[config.mk]
export PLATFORM = sky130hd
export DESIGN_NAME = rts_flow_ctrl
export DESIGN_NICKNAME = d
export VERILOG_FILES = /design/src/rtl/rts_pkg.sv /design/src/rtl/rts_port_bit.sv /design/src/rtl/rts_rx_gate.sv /design/src/rtl/rts_tx_turn.sv /design/src/rtl/rts_flow_ctrl.sv
export SDC_FILE = /design/constraint.sdc
export NUM_CORES = 1
export LEC_CHECK = 0
export ABC_CLOCK_PERIOD_IN_PS = 4000
export BUFFER_PORTS_ARGS = -buffer_cell sky130_fd_sc_hd__buf_2
export CAP_MARGIN = 20
export CORE_AREA = 10 10 51 53
export CTS_CLUSTER_SIZE = 30
export DETAILED_ROUTE_END_ITERATION = 7
export DIE_AREA = 0 0 61 63
export PLACE_DENSITY_LB_ADDON = 0.08
export SKIP_LAST_GASP = 1
export SYNTH_ARGS = -nofsm -noshare
export SYNTH_HDL_FRONTEND = slang
export SYNTH_HIERARCHICAL = 1
export SYNTH_SLANG_ARGS = --single-unit
[constraint.sdc]
create_clock -name clk -period 4 [get_ports clk]
set_clock_uncertainty 0.05 [all_clocks]
set_input_delay 0.4 -clock clk [delete_from_list [all_inputs] [get_ports clk]]
set_output_delay 0.4 -clock clk [all_outputs]
set_load 0.02 [all_outputs]
[src/rtl/rts_pkg.sv]
package rts_pkg;

    typedef enum logic [1:0] {
        TA_WAIT  = 2'd0,
        TA_COUNT = 2'd1,
        TA_DONE  = 2'd2
    } ta_state_e;

    typedef struct packed {
        logic auto_en;
        logic enabled;
        logic idle;
    } tx_view_t;

    function automatic logic ta_armed(input tx_view_t v);
        return v.auto_en && !v.enabled && v.idle;
    endfunction

    function automatic logic rts_level_n(input logic stored, input logic blank);
        return !(stored && !blank);
    endfunction

endpackage

[src/rtl/rts_port_bit.sv]
module rts_port_bit (
    input  logic clk,
    input  logic rst,
    input  logic wr,
    input  logic wr_val,
    input  logic auto_clr,
    output logic bit_q
);
    always_ff @(posedge clk) begin
        if (rst)
            bit_q <= 1'b0;
        else if (wr)
            bit_q <= wr_val;
        else if (auto_clr)
            bit_q <= 1'b0;
    end
endmodule

[src/rtl/rts_rx_gate.sv]
module rts_rx_gate (
    input  logic clk,
    input  logic rst,
    input  logic auto_en,
    input  logic start_seen,
    input  logic fifo_full,
    output logic blank_q
);
    logic set_c;
    logic rel_c;

    assign set_c = auto_en && start_seen && fifo_full;
    assign rel_c = !fifo_full || !auto_en;

    always_ff @(posedge clk) begin
        if (rst)
            blank_q <= 1'b0;
        else if (set_c)
            blank_q <= 1'b1;
        else if (rel_c)
            blank_q <= 1'b0;
    end
endmodule

[src/rtl/rts_tx_turn.sv]
module rts_tx_turn
    import rts_pkg::*;
#(
    parameter int TICKS_PER_BIT = 16
) (
    input  logic     clk,
    input  logic     rst,
    input  tx_view_t tx,
    input  logic     tick,
    output logic     clr_pulse
);
    localparam int CNT_W = (TICKS_PER_BIT > 1) ? $clog2(TICKS_PER_BIT) : 1;
    localparam logic [CNT_W-1:0] LAST = CNT_W'(TICKS_PER_BIT - 1);

    ta_state_e        state_q;
    logic [CNT_W-1:0] cnt_q;
    logic             armed;

    assign armed     = ta_armed(tx);
    assign clr_pulse = (state_q == TA_COUNT) && armed && tick && (cnt_q == LAST);

    always_ff @(posedge clk) begin
        if (rst) begin
            state_q <= TA_WAIT;
            cnt_q   <= '0;
        end else if (!armed) begin
            state_q <= TA_WAIT;
            cnt_q   <= '0;
        end else begin
            unique case (state_q)
                TA_WAIT: begin
                    state_q <= TA_COUNT;
                    cnt_q   <= '0;
                end
                TA_COUNT: begin
                    if (tick) begin
                        if (cnt_q == LAST)
                            state_q <= TA_DONE;
                        else
                            cnt_q <= cnt_q + 1'b1;
                    end
                end
                default: state_q <= TA_DONE;
            endcase
        end
    end
endmodule

[src/rtl/rts_flow_ctrl.sv]
module rts_flow_ctrl
    import rts_pkg::*;
#(
    parameter int TICKS_PER_BIT = 16
) (
    input  logic clk,
    input  logic rst,
    input  logic port_wr,
    input  logic port_wr_val,
    input  logic rx_auto_en,
    input  logic tx_auto_en,
    input  logic rx_start,
    input  logic rx_fifo_full,
    input  logic tx_idle,
    input  logic tx_enable,
    input  logic bit_tick,
    output logic rtsn
);
    logic     port_q;
    logic     blank_q;
    logic     clr_pulse;
    tx_view_t tx_v;

    assign tx_v = '{auto_en: tx_auto_en, enabled: tx_enable, idle: tx_idle};

    rts_port_bit u_port (
        .clk(clk), .rst(rst), .wr(port_wr), .wr_val(port_wr_val),
        .auto_clr(clr_pulse), .bit_q(port_q)
    );

    rts_rx_gate u_rx (
        .clk(clk), .rst(rst), .auto_en(rx_auto_en), .start_seen(rx_start),
        .fifo_full(rx_fifo_full), .blank_q(blank_q)
    );

    rts_tx_turn #(.TICKS_PER_BIT(TICKS_PER_BIT)) u_tx (
        .clk(clk), .rst(rst), .tx(tx_v), .tick(bit_tick), .clr_pulse(clr_pulse)
    );

    assign rtsn = rts_level_n(port_q, blank_q);
endmodule

==> flow_metrics.env <==
export IMPL_status="finished, final reports clean"
export IMPL_critical_path_class="reg2reg"
export IMPL_overflow=0
export IMPL_synth_edf_count=0
export IMPL_viasPerCell=4.97
export IMPL_ir_drop_mv=0.175
export IMPL_fin_cells=77
export IMPL_h_tree_depth=1
export IMPL_p_clk_share_pct=39.4
export IMPL_regArea_sq_um=160
export IMPL_max_stage_delay_ns=0.37
export IMPL_multi_input_area_sq_um=228
export IMPL_grt_max_degree=10
export IMPL_core_area_sq_um=1650
export IMPL_hold_ws_ns=0.313
export IMPL_slew_headroom_pct=78.6
export IMPL_r2r_slack_ns=2.60
export IMPL_die_w_um=61
export IMPL_grt_pass1_vias=375
export IMPL_swShare_pct=21.3
export IMPL_reg2reg_from="u_tx/cnt_q[0]"
export IMPL_rows=15
export IMPL_hold_buffers=0
export IMPL_hold_viol=0
export IMPL_synthesis_nets=59
export IMPL_startpoint_type="flip-flop"
export IMPL_tritoncts="built"
export IMPL_nFillCells=194
export IMPL_nNetsFinal=74
export IMPL_n_antenna_cell=0
export IMPL_syn_area_sq_um=399
export IMPL_finalSetupTns_ns=0
export IMPL_rr_endpoint="u_port/bit_q"
export IMPL_routedWlPerCell_um=13.0
export IMPL_place_area_sq_um=472
export IMPL_fin_crit_ns=1.40
export IMPL_endpoint_kind="flip-flop"
export IMPL_critical_path_required_ns=4.13
export IMPL_antenna_found_initial=0
export IMPL_final_area_sq_um=494
export IMPL_dp_slack_ns=2.60
export IMPL_gp_congestion=0.687
export IMPL_synth_flop_cell="dfxtp_1"
export IMPL_synthArstFlopShare_pct=0
export IMPL_setup_viol=0
export IMPL_power_switching_mw=0.0328
export IMPL_final_common_cell="buf_2"
export IMPL_seq_area_frac_synth_pct=40.1
export IMPL_cts_buffers=3
export IMPL_post_cts_setup_buffers=0
export IMPL_die_area_sq_um=3840
export IMPL_drive_gt1_share_pct=28.3
export IMPL_grtUsageMet3_pct=4.67
export IMPL_initial_core_util_pct=24.2
export IMPL_layout_area_overhead_vs_synth_pct=23.8
export IMPL_reg2regPathDepth=5
export IMPL_dp_cells=74
export IMPL_holdPathEnd="u_rx/blank_q"
export IMPL_firstDrtPassIters=4
export IMPL_hp_class="in2reg"
export IMPL_drc=0
export IMPL_use_met1_pct=5.57
export IMPL_min_path_cells=2
export IMPL_mostFrequentLayoutCells="buf_2 (11), dfxtp_1 (8), nand2_1 (7), nor2_1 (4), clkbuf_4 (3)"
export IMPL_totalWireLength_um=999
export IMPL_yosysTopAreaCell="dfxtp_1"
export IMPL_ant_nets=0
export IMPL_synth_top_area_share_pct=40.1
export IMPL_root_buffer="clkbuf_4"
export IMPL_setup_ws_ns=2.60
export IMPL_p_comb_share_pct=7.6
export IMPL_first_iter_violations=5
export IMPL_grt_setup_unrepaired="false"
export IMPL_die_height_um=63
export IMPL_syn_area_per_cell_sq_um=8.49
export IMPL_tritoncts_num_sinks=8
export IMPL_clkSlewWorstSetupHoldPaths_ns=0.05
export IMPL_post_route_period_util_pct=35.1
export IMPL_vias=383
export IMPL_maxSlewViolCount=0
export IMPL_cp_cell_sequence="ha_1 -> nand2_1 -> nor4_1 -> or3b_1 -> a21oi_1"
export IMPL_clockBufferDepth=2
export IMPL_ys_seq_elements=8
export IMPL_internal_power_mw=0.121
export IMPL_fmax_ghz=0.713
export IMPL_seqPwrFrac_pct=53.0
export IMPL_crit_slowest_cell="or3b_1"
export IMPL_max_cap_viol_count=0
export IMPL_portBuffers=11
export IMPL_grt_total_usage_pct=5.42
export IMPL_yosysUniqueCellTypes=26
export IMPL_clock_latency_ns=0.25
export IMPL_synth_top_cells_by_area="dfxtp_1 (40%), nand2_1 (6.6%), o31a_1 (4.4%)"
export IMPL_hp_start="rst"
export IMPL_p_leak_nw=0.209
export IMPL_syn_inst=47
export IMPL_io_pin_count=12
export IMPL_busiest_layer="met2"
export IMPL_dpl_hpwl_um=802
export IMPL_worstPathArrival_ns=1.54
export IMPL_tightest_slew_ns=0.321
export IMPL_power_density_nw_per_um2=312
export IMPL_grt_pass1_wl_um=1650
export IMPL_yosysWarnings=6
export IMPL_cp_max_fo=5
export IMPL_cts_resized=0
export IMPL_grt_use_met2_pct=8.29
## state kept, by name, summed over array words and instances (netlist names)
register	cells
u_tx/cnt_q	4
u_rx/blank_q	1
u_tx/state_q	2
u_port/bit_q	1
## worst max-delay path by stage
| stage | endpoint | startpoint | cells past startpoint | slack (ns) |
|---|---|---|---|---|
| finish | u_port/bit_q | u_tx/cnt_q[0] | 5 | 2.60 |
| global route | u_port/bit_q | u_tx/cnt_q[0] | 5 | 2.54 |
| CTS | u_port/bit_q | u_tx/cnt_q[0] | 5 | 2.60 |
| detailed placement | u_port/bit_q | u_tx/cnt_q[0] | 5 | 2.60 |
| global placement | u_port/bit_q | u_tx/cnt_q[0] | 5 | 2.63 |
| floorplan | u_port/bit_q | u_tx/cnt_q[0] | 5 | 2.69 |
## power groups by stage
stage               sequential [mW]  combinational [mW]  clock (mW)
floorplan                    0.0831             0.00465           0
global placement             0.0835              0.0117           0
detailed placement           0.0834              0.0117           0
CTS                          0.0817              0.0118      0.0645
global route                 0.0819              0.0129      0.0685
finish                       0.0817              0.0117      0.0607
## per-stage QoR
step	util (%)	total power [mW]
after floorplan	-	0.0878
after global placement	28.6	0.0952
after detailed placement	28.6	0.0952
after CTS	29.9	0.158
after global routing	29.9	0.163
final	29.9	0.154
## logic make-up (layout without fill, tap and decap cells)
group                      Yosys count  after routing  synth area share, %
and+or+nand+nor                     24             24                 32.6
AOI/OAI and AO/OA                   11             11                 21.3
DFF                                  8              8                 40.1
buffers and inverters                3             16                 2.82
adders and majority gates            1              1                 3.13
## critical path, delay by kind of cell, from the launching register on
| family | cells | cell delay, ns |
|---|---|---|
| adder cells (fa/ha/maj) | 1 | 0.23 |
| AO/OA/AOI/OAI | 1 | 0.14 |
| flip-flops | 1 | 0.34 |
| AND/OR/NAND/NOR | 3 | 0.58 |
## routing by layer
layer,vias up,share of wire (%)
met5,-,0
met4,0,0
met3,0,12
met2,12,45
met1,173,42
li1,198,-
## cell type report
class	count	share of cell area, %
multi-input combinational	36	46.1
sequential	8	32.4
timing repair buffer	11	11.1
clock buffer	3	4.56
tap	17	4.30
inverter	2	1.52
## cell usage after synthesis, types with 2 or more instances
library cell  number
inv_1              2
dfxtp_1            8
o31a_1             2
nand3_1            2
a31oi_1            2
nand2_1            7
nor2_1             4
nand4_1            2
(Power assumes the default switching activity.)
